[config.mk]
export PLATFORM = sky130hd
export DESIGN_NAME = irq_alias_csr
export DESIGN_NICKNAME = d
export VERILOG_FILES = /design/src/rtl/irq_alias_pkg.sv /design/src/rtl/irq_alias_decode.sv /design/src/rtl/irq_alias_regs.sv /design/src/rtl/irq_alias_view.sv /design/src/rtl/irq_alias_csr.sv
export SDC_FILE = /design/constraint.sdc
export NUM_CORES = 1
export LEC_CHECK = 0
export BUFFER_PORTS_ARGS = -buffer_cell sky130_fd_sc_hd__buf_2
export CAP_MARGIN = 20
export CELL_PAD_IN_SITES_DETAIL_PLACEMENT = 1
export CELL_PAD_IN_SITES_GLOBAL_PLACEMENT = 1
export CORE_UTILIZATION = 30
export DETAILED_ROUTE_END_ITERATION = 8
export PLACE_DENSITY_LB_ADDON = 0.1
export SLEW_MARGIN = 25
export SYNTH_ARGS = -nofsm -noshare
export SYNTH_HDL_FRONTEND = slang
export SYNTH_SLANG_ARGS = --single-unit
[constraint.sdc]
create_clock -name clk_i -period 4.7 [get_ports clk_i]
set_input_delay 0.235 -clock clk_i [delete_from_list [all_inputs] [get_ports clk_i]]
set_output_delay 0.235 -clock clk_i [all_outputs]
set_load 0.005 [all_outputs]
[src/rtl/irq_alias_pkg.sv]
package irq_alias_pkg;

  typedef enum logic [3:0] {
    V_NONE, V_MIE, V_MIP, V_MIDELEG, V_HIDELEG, V_SIE, V_SIP, V_VSIE, V_VSIP
  } view_e;

  localparam logic [11:0] A_MIDELEG = 12'h303;
  localparam logic [11:0] A_MIE     = 12'h304;
  localparam logic [11:0] A_MIP     = 12'h344;
  localparam logic [11:0] A_HIDELEG = 12'h603;
  localparam logic [11:0] A_SIE     = 12'h104;
  localparam logic [11:0] A_SIP     = 12'h144;
  localparam logic [11:0] A_VSIE    = 12'h204;
  localparam logic [11:0] A_VSIP    = 12'h244;

  // bit slots: software, timer, external per privilege
  localparam int unsigned S_SW = 1, S_TM = 5, S_EX = 9;
  localparam int unsigned GUEST_SHIFT = 1;
  localparam int unsigned M_OFS = 2;

  localparam logic [63:0] S_IRQ  = (64'd1 << S_SW) | (64'd1 << S_TM) | (64'd1 << S_EX);
  localparam logic [63:0] VS_IRQ = S_IRQ << GUEST_SHIFT;
  localparam logic [63:0] M_IRQ  = S_IRQ << M_OFS;
  localparam logic [63:0] ALL_IRQ = S_IRQ | VS_IRQ | M_IRQ;
  localparam logic [63:0] SIP_WR  = 64'd1 << S_SW;
  localparam logic [63:0] VSIP_WR = SIP_WR << GUEST_SHIFT;

endpackage

[src/rtl/irq_alias_decode.sv]
module irq_alias_decode
  import irq_alias_pkg::*;
(
  input  logic [11:0] addr_i,
  input  logic        virt_i,
  output view_e       sel_o,
  output logic        hit_o
);
  view_e raw;

  always_comb begin
    unique case (addr_i)
      A_MIE:     raw = V_MIE;
      A_MIP:     raw = V_MIP;
      A_MIDELEG: raw = V_MIDELEG;
      A_HIDELEG: raw = V_HIDELEG;
      A_SIE:     raw = V_SIE;
      A_SIP:     raw = V_SIP;
      A_VSIE:    raw = V_VSIE;
      A_VSIP:    raw = V_VSIP;
      default:   raw = V_NONE;
    endcase
  end

  // virtualized hart: supervisor views redirect to guest views
  always_comb begin
    sel_o = raw;
    if (virt_i && raw == V_SIE) sel_o = V_VSIE;
    if (virt_i && raw == V_SIP) sel_o = V_VSIP;
  end

  assign hit_o = (raw != V_NONE);
endmodule

[src/rtl/irq_alias_regs.sv]
module irq_alias_regs
  import irq_alias_pkg::*;
#(
  parameter int unsigned XLEN = 32
) (
  input  logic            clk_i,
  input  logic            rst_ni,
  input  logic            wr_i,
  input  view_e           sel_i,
  input  logic [XLEN-1:0] wdata_i,
  input  logic [XLEN-1:0] wmask_i,
  output logic [XLEN-1:0] mie_o,
  output logic [XLEN-1:0] mip_o,
  output logic [XLEN-1:0] mideleg_o,
  output logic [XLEN-1:0] hideleg_o
);
  localparam logic [XLEN-1:0] SM   = S_IRQ[XLEN-1:0];
  localparam logic [XLEN-1:0] VSM  = VS_IRQ[XLEN-1:0];
  localparam logic [XLEN-1:0] AM   = ALL_IRQ[XLEN-1:0];
  localparam logic [XLEN-1:0] SWR  = SIP_WR[XLEN-1:0];
  localparam logic [XLEN-1:0] VSWR = VSIP_WR[XLEN-1:0];

  logic [XLEN-1:0] mie_q, mip_q, mdl_q, hdl_q;
  logic [XLEN-1:0] mie_d, mip_d, mdl_d, hdl_d;
  logic [XLEN-1:0] wd_up, wm_up, bm;

  assign wd_up = wdata_i << GUEST_SHIFT;
  assign wm_up = wmask_i << GUEST_SHIFT;

  always_comb begin
    mie_d = mie_q;
    mip_d = mip_q;
    mdl_d = mdl_q;
    hdl_d = hdl_q;
    bm    = '0;
    if (wr_i) begin
      unique case (sel_i)
        V_MIE:     mie_d = wdata_i & AM;
        V_MIDELEG: mdl_d = wdata_i & SM;
        V_HIDELEG: hdl_d = wdata_i & VSM;
        V_MIP: begin
          bm    = wmask_i & AM;
          mip_d = (mip_q & ~bm) | (wdata_i & bm);
        end
        V_SIE:     mie_d = (mie_q & ~SM) | (wdata_i & SM);
        V_SIP: begin
          bm    = wmask_i & mdl_q & SWR;
          mip_d = (mip_q & ~bm) | (wdata_i & bm);
        end
        V_VSIE:    mie_d = (mie_q & ~VSM) | (wd_up & hdl_q & VSM);
        V_VSIP: begin
          bm    = wm_up & VSWR & hdl_q;
          mip_d = (mip_q & ~bm) | (wd_up & bm);
        end
        default: ;
      endcase
    end
  end

  always_ff @(posedge clk_i or negedge rst_ni) begin
    if (!rst_ni) begin
      mie_q <= '0;
      mip_q <= '0;
      mdl_q <= '0;
      hdl_q <= '0;
    end else begin
      mie_q <= mie_d;
      mip_q <= mip_d;
      mdl_q <= mdl_d;
      hdl_q <= hdl_d;
    end
  end

  assign mie_o     = mie_q;
  assign mip_o     = mip_q;
  assign mideleg_o = mdl_q;
  assign hideleg_o = hdl_q;
endmodule

[src/rtl/irq_alias_view.sv]
module irq_alias_view
  import irq_alias_pkg::*;
#(
  parameter int unsigned XLEN = 32
) (
  input  view_e           sel_i,
  input  logic [XLEN-1:0] mie_i,
  input  logic [XLEN-1:0] mip_i,
  input  logic [XLEN-1:0] mideleg_i,
  input  logic [XLEN-1:0] hideleg_i,
  output logic [XLEN-1:0] rdata_o
);
  localparam logic [XLEN-1:0] VSM = VS_IRQ[XLEN-1:0];

  always_comb begin
    unique case (sel_i)
      V_MIE:     rdata_o = mie_i;
      V_MIP:     rdata_o = mip_i;
      V_MIDELEG: rdata_o = mideleg_i;
      V_HIDELEG: rdata_o = hideleg_i;
      V_SIE:     rdata_o = mie_i & mideleg_i;
      V_SIP:     rdata_o = mip_i & mideleg_i;
      V_VSIE:    rdata_o = (mie_i & hideleg_i & VSM) >> GUEST_SHIFT;
      V_VSIP:    rdata_o = (mip_i & VSM) >> GUEST_SHIFT;
      default:   rdata_o = '0;
    endcase
  end
endmodule

[src/rtl/irq_alias_csr.sv]
module irq_alias_csr
  import irq_alias_pkg::*;
#(
  parameter int unsigned XLEN = 32
) (
  input  logic            clk_i,
  input  logic            rst_ni,
  input  logic            virt_i,
  input  logic            csr_valid_i,
  input  logic [11:0]     csr_addr_i,
  input  logic            csr_we_i,
  input  logic [XLEN-1:0] csr_wdata_i,
  input  logic [XLEN-1:0] csr_wmask_i,
  output logic [XLEN-1:0] csr_rdata_o,
  output logic            csr_hit_o,
  output logic [XLEN-1:0] mie_o,
  output logic [XLEN-1:0] mip_o,
  output logic [XLEN-1:0] mideleg_o,
  output logic [XLEN-1:0] hideleg_o
);
  view_e           sel;
  logic            hit, wr;
  logic [XLEN-1:0] rd;

  irq_alias_decode u_dec (
    .addr_i (csr_addr_i),
    .virt_i (virt_i),
    .sel_o  (sel),
    .hit_o  (hit)
  );

  assign wr = csr_valid_i & csr_we_i & hit;

  irq_alias_regs #(.XLEN(XLEN)) u_regs (
    .clk_i     (clk_i),
    .rst_ni    (rst_ni),
    .wr_i      (wr),
    .sel_i     (sel),
    .wdata_i   (csr_wdata_i),
    .wmask_i   (csr_wmask_i),
    .mie_o     (mie_o),
    .mip_o     (mip_o),
    .mideleg_o (mideleg_o),
    .hideleg_o (hideleg_o)
  );

  irq_alias_view #(.XLEN(XLEN)) u_view (
    .sel_i     (sel),
    .mie_i     (mie_o),
    .mip_i     (mip_o),
    .mideleg_i (mideleg_o),
    .hideleg_i (hideleg_o),
    .rdata_o   (rd)
  );

  assign csr_rdata_o = csr_valid_i ? rd : '0;
  assign csr_hit_o   = hit;
endmodule

; Word-level counts from Yosys, hierarchy flattened
; Cells that the tools add are included.
[totals]
out_inout_bits = 161
reg_bits = 70
rom_bits = 0
word_cells = 60
memories = 0
latch_bits = 0
ram_bits = 0
[classes]
div = 0
eq_ne = 18
bitwise = 22
n_lt_le_gt_ge = 0
n_reduce_logical = 9
n_shift = 0
mux = 7
addsub = 0
n_mul = 0
[op_table]
columns = op, count
row1 = $pmux 32 s8, 1
row2 = $pmux 32 s3, 2
row3 = $and 32x32->32, 3
row4 = $or 32x32->32, 3
row5 = $and 32x10->32, 2
row6 = $eq 12x10->1 const B, 5
row7 = $and 32x11->32, 1
row8 = $and 32x12->32, 1
row9 = $and 32x2->32, 1
row10 = $mux 32, 1
row11 = $not 12->32, 1
row12 = $not 2->32, 1
row13 = $not 32->32, 1
row14 = $or 32x10->32, 1
row15 = $or 32x11->32, 1
row16 = $pmux 4 s8, 1
row17 = $eq 12x9->1 const B, 2
row18 = $eq 4x3->1 const B, 6
row19 = $and 11x11->11, 2
row20 = $eq 12x11->1 const B, 1
row21 = $and 3x11->11, 1
row22 = $eq 4x2->1 const B, 2
row23 = $mux 4, 2
row24 = $reduce_and 2->1, 4
row25 = other kinds (7), 10

; Depth between registers and ports, before layout
; Gate-level depths: netlist (run 1).
[depth]
ltp_word = 9
mapped_depth = 7
mapped_depth_nobuf = 6

; Cells and area by module
; From an unflattened synthesis (run 1), not the netlist that was laid out.
[unflattened]
cells_unflattened = 558
hier_area_um2 = 4989.8
[modules_own_cells]
columns = module, n_inst, cells_each, area_per_inst_um2, seq_area_each_um2
row1 = irq_alias_regs, 1, 231, 2553.7, 1176.1
row2 = irq_alias_view, 1, 248, 1849.3, 0.0
row3 = irq_alias_decode, 1, 43, 324.1, 0.0
row4 = irq_alias_csr, 1, 36, 262.8, 0.0

; Worst setup path after synthesis (run 1)
; No wires, ideal clock.
[synth_timing]
path_type = input to output
start = input csr_addr_i[8]
end = output csr_rdata_o[1]
cell_stages = 7
arrival_time_ns = 2.039
path_slack_ns = 2.426
cell_sequence = buf_2 -> or3b_1 -> a211oi_1 -> nor2_1 -> or3_1 -> or4_1 -> a41oi_2
[synth_between]
elab_chain_cells = 9
word_cells_on_any_way = 25
classes_between = eq/ne (18) / mux (5) / reduce/logical (2)
[synth_rtl]
columns = item, line
row1 = from (decl), irq_alias_csr.sv:10  ; input logic [11:0] csr_addr_i,
row2 = $eq 12x10->1 (tied with other cells), irq_alias_decode.sv:12  ; unique case (addr_i)
row3 = $pmux 4 s8 (*), irq_alias_decode.sv:12
row4 = $eq 4x3->1, irq_alias_decode.sv:28  ; if (virt_i && raw == V_SIE) sel_o = V_VSIE;
row5 = $logic_and 1x1->1, irq_alias_decode.sv:28
row6 = $mux 4, irq_alias_decode.sv:28
row7 = $mux 4 (*), irq_alias_decode.sv:29  ; if (virt_i && raw == V_SIP) sel_o = V_VSIP;
row8 = $eq 4x4->1 (tied with other cells), irq_alias_view.sv:16  ; unique case (sel_i)
row9 = $pmux 32 s8 (*), irq_alias_view.sv:16
row10 = $mux 32 (*), irq_alias_csr.sv:56  ; assign csr_rdata_o = csr_valid_i ? rd : '0;
row11 = to (decl), irq_alias_csr.sv:14  ; output logic [XLEN-1:0] csr_rdata_o,
; Mark *: on every way between the ends. The rest lies on a longest branch, timed or not.

; Final worst setup path (run 1)
[layout_timing]
start = input csr_addr_i[1]
end = output csr_rdata_o[9]
; The elaborated chain is that of the path after synthesis.

==> results.ini, run 1 <==
[setup_path]
worstPathRequired_ns=4.47
crit_fanout=5
cp_slowest_cell=nor4b_1
path_common_cell=buf_2
crit_arrival_ns=2.64
cp-start-kind=input port
cp_cell_sequence=buf_2 -> nor4b_1 -> nand4_1 -> nor3_1 -> a21o_1 -> o21ai_0 -> a31oi_1 -> buf_2
crit_type=input port to primary output
path_buf_inv=2
cp_top_family=simple AND/OR/NAND/NOR gates
end_kind=primary output
max_stage_delay_ns=0.64

[global_routing]
grt_usage_pct=16.4
antenna_found_initial=0
grt_overflow_total=0
grt_pass1_wl_mm=14.1
grt_max_degree=48
first_global_vias=2579

[timing]
tns_ns=0
fin_skew_ns=0.00297
relSlewSlack_pct=37.3
holdWs_ns=0.0210
worst_pin_slew_ns=0.940
min_period_ns=2.88
finalHoldViolCount=0
max_freq_ghz=0.347
post-route-period-util_pct=61.2
rsz0062_at_grt=no
setup_viol=0
finalMaxSlewViolations=0

[drt]
ant_nets=0
via_count=2632
drt_iter0_drc=102
drt_pre_antenna_iters=4
routed_via_density=4.50
drt-total-wl_mm=9.05
drcViolationCount=0
routedWlPerCell_um=15.5

[floorplanning]
die_x_um=105
io_pins=242
dieArea_sq_um=11100
coreArea_sq_um=10300
rows=37
start_util_pct=31.0
die_h_um=105

[power]
combPwrFrac_pct=9.6
switching_share_pct=27.3
intPower_w=0.000528
leakage_nw=2.10
pwr-share-clk_pct=34.7
p_per_area_nw_per_um2=198
switchingPower_w=0.000198
peakVddDrop_mv=0.0865
seqPwrFrac_pct=55.7

[final_layout]
fill_cells=1280
finish.utilization_pct=35.5
layout-drive-gt1-share_pct=33.2
final_nets=529
diodes=0
area_growth_pct=14.5

[clocking]
clk_pin_slew_ns=0.09
cts.sinks=47
cts_hold_buf=0
ctsLongestPathBuffers=2
htree_levels=2
cts_resized=0
cts_made_buffers=5
cts_setup_buffers=0
clk_latency_ns=0.31
cts_tree=yes
clockRootBuffer=clkbuf_8

[yosys]
synthAdderAreaFrac_pct=0
synth_area_sq_um=3200
synth.distinct_cells=46
synth_cells=337
yosysSeqAreaShare_pct=36.8
yosys-mux-area-fraction_pct=8.92
synth_xor_area_share_pct=0
async_flop_share_pct=100
synth_top_flop_cell=dfrtp_1
synth-simple-area-share_pct=23.2
synth_edf_count=0
yosysWarnings=0
avgSynthCellArea_sq_um=9.49
synth_top_family_by_area=simple AND/OR/NAND/NOR gates
ys_ff_latch=47
synth_compound_area_share_pct=9.19

[status]
status=finished, final reports clean

[min_path]
hp-class=input port to async pin

[place]
dp.final_hpwl_mm=6.87
gp_congestion=0.797
portBuffers=114

[run]
cap_viol_max_count=0

-- cell type report --
class	instances	area (sq um)	share of cell area (%)
multi-input combinational	274	1630	44.4
inverter	4	15.0	0.410
tap	136	170	4.65
sequential	47	1180	32.1
clock inverter	3	18.8	0.513
timing repair buffer	116	586	16.0
clock buffer	5	68.8	1.88
-- path summary, 6_finish.rpt --
path | slack [ns] | cells after the start | end | startpoint
setup / recovery | 1.82 | 8 | csr_rdata_o[9] | csr_addr_i[1]
hold / removal | 0.02 | 2 | u_regs.mie_o[20] | rst_ni
setup reg to reg | 3.51 | 3 | flop | u_regs.mideleg_o[1]
hold reg to reg | 0.51 | 1 | u_regs.mie_o[25] | u_regs.mie_o[25]
max in group asynchronous | 4.28 | 2 | u_regs.mie_o[1] | rst_ni
min in group clk_i | 0.17 | 2 | u_regs.mie_o[3] | csr_wdata_i[3]
-- per-layer routing --
metal  vias to the layer above  wire, um  global-route usage, %
li1                       1241         -                      -
met1                      1258      3920                   20.6
met4                         0       142                   4.33
met3                        14       739                   4.95
met5                         -         0                      0
met2                       119      4250                   27.3
-- worst reg2reg max path, cell delays in order (launching register included) --
cell and delay [ns]:
dfrtp_1 0.46, a21boi_0 0.12, a2111oi_0 0.37, o21ai_0 0.12
-- power by group through the flow --
stage / Combinational (W) / Sequential [W] / Clock, W
2_1_floorplan: 0.0000819 / 0.000413 / 0
3_3_place_gp: 0.0000687 / 0.000413 / 0
4_1_cts: 0.0000693 / 0.000405 / 0.000268
3_5_place_dp: 0.0000691 / 0.000413 / 0
5_1_grt: 0.0000807 / 0.000405 / 0.000281
6_report: 0.0000699 / 0.000404 / 0.000252
-- registers in the layout, summed over array words and instances (netlist names), named ones only --
| name | flops |
|---|---|
| u_regs.hideleg_o | 3 |
| u_regs.mie_o | 32 |
| u_regs.mideleg_o | 3 |
| u_regs.mip_o | 7 |
-- cell families (layout without fill, tap and decap cells) --
| logic type | after synthesis | count (layout) |
|---|---|---|
| AO/OA/AOI/OAI | 41 | 41 |
| buffers and inverters | 96 | 128 |
| flip-flops | 47 | 47 |
| multiplexers | 25 | 25 |
| other | 1 | 81 |
| AND/OR/NAND/NOR | 127 | 127 |
-- layout by cell type (no fill, tap or decap), types with 3 or more instances in the layout --
cell type / count
o41ai_1: 3
nor2b_1: 3
nand2b_1: 4
or3_1: 4
nor2_1: 12
nand2_1: 21
a21oi_1: 9
conb_1: 81
dfrtp_1: 47
nand4_1: 3
nand3_1: 5
mux2i_1: 6
o21ai_0: 6
and3_1: 24
mux2_4: 3
nor3_1: 9
and2_1: 25
a31oi_1: 3
buf_2: 114
clkbuf_8: 5
mux2_2: 16
a22oi_1: 4
inv_1: 4
nor4_1: 4
-- through the flow --
| stage | power [W] | cells | setup slack, ns | cell area [sq um] |
|---|---|---|---|---|
| after global placement | 0.000481 | 577 | 1.79 | 3570 |
| after detailed placement | 0.000482 | 577 | 1.77 | 3570 |
| after floorplan | 0.000495 | 417 | 2.43 | 3500 |
| after global routing | 0.000767 | 585 | 1.46 | 3660 |
| final | 0.000727 | 585 | 1.82 | 3660 |
| after CTS | 0.000742 | 585 | 1.77 | 3660 |
-- synth_stat cells, drive strengths merged, types with 2 or more instances --
library cell	number	share of area, %
a211oi	2	0.47
a21o	2	0.47
a21oi	9	1.4
a22oi	4	0.94
a31oi	3	0.59
a32oi	2	0.55
and2	25	4.9
and3	24	4.7
buf	87	21
clkbuf	5	0.59
dfrtp	47	37
inv	4	0.47
mux2	19	7.0
mux2i	6	1.9
nand2	21	2.5
nand2b	4	0.78
nand3	5	0.78
nand3b	2	0.47
nand4	3	0.59
nand4bb	2	0.70
nor2	12	1.4
nor2b	3	0.59
nor3	10	1.9
nor4	4	0.78
nor4b	2	0.55
o2111ai	2	0.55
o211ai	2	0.78
o21a	2	0.47
o21ai	6	0.94
o41ai	3	0.82
or3	4	0.78
or4	2	0.47
No activity file was read; power rests on OpenSTA's default activity.
==> run 2: changes to the inputs <==
--- a/config.mk
+++ b/config.mk
@@ -9,7 +9,7 @@
 export CAP_MARGIN = 20
 export CELL_PAD_IN_SITES_DETAIL_PLACEMENT = 1
 export CELL_PAD_IN_SITES_GLOBAL_PLACEMENT = 1
-export CORE_UTILIZATION = 30
+export CORE_UTILIZATION = 28
 export DETAILED_ROUTE_END_ITERATION = 8
 export PLACE_DENSITY_LB_ADDON = 0.1
 export SLEW_MARGIN = 25
==> constraint.sdc (replaced) <==
create_clock -name clk_i -period 2.8 [get_ports clk_i]
set_input_delay 0.14 -clock clk_i [delete_from_list [all_inputs] [get_ports clk_i]]
set_output_delay 0.14 -clock clk_i [all_outputs]
set_load 0.005 [all_outputs]
==> run 2 against run 1 <==
Count of clock-buffer cells in the layout unchanged. Via count up 1.9%. Power up 100%. Combinational power up 82%. Highest routed layer unchanged. Sequential cell count unchanged. Non-clock buffer count up 16. Register-to-register slack worse by 1.9 ns. Utilization down 0.15 points. First-iteration DRC count down 24%. Largest power group unchanged. Die area up 7.0%.
==> results.ini, run 2 (synthesized netlist as in run 1, its figures left out) <==
[status]
status=finished, final reports clean  ; unchanged

[global_routing]
grt_overflow_total=0  ; unchanged
grt_max_degree=48  ; unchanged
first_global_vias=2648  ; was 2579
antenna_found_initial=0  ; unchanged
grt_pass1_wl_mm=14.8  ; was 14.1 mm
grt_usage_pct=16.3  ; was 16.4%

[clocking]
cts_setup_buffers=0  ; unchanged
clk_pin_slew_ns=0.07  ; was 0.09 ns
ctsLongestPathBuffers=2  ; unchanged
cts_tree=yes  ; unchanged
clk_latency_ns=0.28  ; was 0.31 ns
cts_hold_buf=1  ; was 0
cts_made_buffers=5  ; unchanged
clockRootBuffer=clkbuf_16  ; was clkbuf_8
cts.sinks=47  ; unchanged
htree_levels=2  ; unchanged
cts_resized=0  ; unchanged

[setup_path]
cp-start-kind=input port  ; unchanged
worstPathRequired_ns=2.66  ; was 4.47 ns
path_buf_inv=3  ; was 2
cp_cell_sequence=buf_2 -> or3_1 -> nor4_1 -> a211oi_1 -> nor2_1 -> buf_4 -> nand3_1 -> a41oi_2 -> buf_2  ; was buf_2 -> nor4b_1 -> nand4_1 -> nor3_1 -> a21o_1 -> o21ai_0 -> a31oi_1 -> buf_2
cp.depth=9  ; was 8
ff2ff_path_depth=3  ; unchanged
end_kind=primary output  ; unchanged
path_common_cell=buf_2  ; unchanged
max_stage_delay_ns=0.63  ; was 0.64 ns
crit_fanout=5  ; unchanged
cp_top_family=simple AND/OR/NAND/NOR gates  ; unchanged
cp_slowest_cell=nor4_1  ; was nor4b_1
crit_type=input port to primary output  ; unchanged
crit_arrival_ns=2.38  ; was 2.64 ns

[drt]
routed_via_density=4.44  ; was 4.50
drt-total-wl_mm=9.57  ; was 9.05 mm
ant_nets=0  ; unchanged
drt_pre_antenna_iters=4  ; unchanged
via_count=2682  ; was 2632
routedWlPerCell_um=15.8  ; was 15.5 um
drt_iter0_drc=78  ; was 102
drcViolationCount=0  ; unchanged

[place]
dp_slack_ns=0.298  ; was 1.77 ns
gp_congestion=0.782  ; was 0.797
dp.final_hpwl_mm=7.51  ; was 6.87 mm
portBuffers=114  ; unchanged

[final_layout]
diodes=0  ; unchanged
layout_common_cells=113 x buf_2, 81 x conb_1, 47 x dfrtp_1  ; was 114 x buf_2, 81 x conb_1, 47 x dfrtp_1
area_growth_pct=21.3  ; was 14.5%
layout-drive-gt1-share_pct=35.1  ; was 33.2%
largest_reg_flops=32  ; unchanged
final_nets=545  ; was 529
fill_cells=1340  ; was 1280
final_common_cell=buf_2  ; unchanged

[min_path]
hp-class=input port to flop  ; was input port to async pin
holdPathStages=2

[power]
switchingPower_w=0.000342  ; was 0.000198 W
combPwrFrac_pct=8.6  ; was 9.6%
switching_share_pct=23.2  ; was 27.3%
intPower_w=0.00113  ; was 0.000528 W
leakage_nw=2.21  ; was 2.10 nW
pwr-share-clk_pct=45.3  ; was 34.7%
seqPwrFrac_pct=46.1  ; was 55.7%
p_per_area_nw_per_um2=380  ; was 198 nW/um^2
peakVddDrop_mv=0.204  ; was 0.0865 mV

[timing]
finalHoldViolCount=0  ; unchanged
setup_viol=0  ; unchanged
max_freq_ghz=0.397
finalMaxSlewViolations=0  ; unchanged
post-route-period-util_pct=89.9
fin_skew_ns=0.000298  ; was 0.00297 ns
worst_pin_slew_ns=0.717  ; was 0.940 ns
setup_slack_ns=0.282  ; was 1.82 ns
min_period_ns=2.52
tns_ns=0  ; unchanged
holdWs_ns=0.0998  ; was 0.0210 ns
relSlewSlack_pct=51.8  ; was 37.3%
rsz0062_at_grt=no  ; unchanged

[floorplanning]
rows=38  ; was 37
dieArea_sq_um=11900  ; was 11100 sq um
start_util_pct=29.1  ; was 31.0%
coreArea_sq_um=11000  ; was 10300 sq um
die_x_um=109  ; was 105 um
die_h_um=109  ; was 105 um
io_pins=242  ; unchanged

[run]
cap_viol_max_count=0  ; unchanged

run 2: cell types whose count changed in the layout (fill, tap and decap cells not counted), sizes merged:
cell	change
buf	+15
bufinv	+1
clkinv	-2
clkinvlp	+1
dlygate4sd3	+1
inv	-1
run 2: power by group through the flow:
| stage | Clock [W] | Combinational [W] | Sequential (W) |
|---|---|---|---|
| 2_1_floorplan | 0 | 0.000138 | 0.000693 |
| 3_3_place_gp | 0 | 0.000121 | 0.000692 |
| 3_5_place_dp | 0 | 0.000122 | 0.000692 |
| 4_1_cts | 0.000690 | 0.000124 | 0.000679 |
| 5_1_grt | 0.000708 | 0.000147 | 0.000679 |
| 6_report | 0.000667 | 0.000127 | 0.000680 |
run 2: final timing paths:
path | from | endpoint | slack (ns)
worst min register to register | u_regs.mie_o[28] | u_regs.mie_o[28] | 0.50
worst max-delay path | csr_addr_i[5] | csr_rdata_o[1] | 0.28
max in group asynchronous | rst_ni | u_regs.mip_o[9] | 1.93
worst min-delay path | csr_wdata_i[7] | u_regs.mie_o[7] | 0.1
worst max register to register | u_regs.mideleg_o[1] | flop | 1.61
min in group asynchronous | rst_ni | u_regs.mie_o[21] | 0.43
run 2: layout make-up:
cell class                      instances  area (sq um)  share of cell area (%)
Clock inverter                          2          37.5                   0.968
Sequential cell                        47          1180                    30.3
Clock buffer                            5           125                    3.23
Timing Repair Buffer                  132           723                    18.6
Tap cell                              140           175                    4.52
Multi-Input combinational cell        274          1630                    41.9
Inverter                                4          15.0                   0.387
run 2: layer usage:
layer	up-vias	track usage [%]	share of wire, %
li1	1270	-	-
met1	1288	22.3	45
met2	117	27.0	48
met3	7	2.69	5.8
met4	0	2.90	0.64
met5	-	0	0
run 2: metrics by stage:
| step | std cells | util, % | total power (W) | cell area, sq um |
|---|---|---|---|---|
| global route | 604 | 35.3 | 0.00153 | 3880 |
| finish | 604 | 35.3 | 0.00147 | 3880 |
| global placement | 596 | 33.7 | 0.000814 | 3700 |
| detailed placement | 596 | 33.7 | 0.000815 | 3710 |
| floorplan | 417 | - | 0.000830 | 3500 |
| CTS | 604 | 35.3 | 0.00149 | 3880 |
run 2: worst reg2reg max path, delay by kind of cell, from the launching register on:
kind | cells | cell delay, ns
AOI/OAI and AO/OA | 2 | 0.18
DFF | 1 | 0.46
and+or+nand+nor | 1 | 0.48
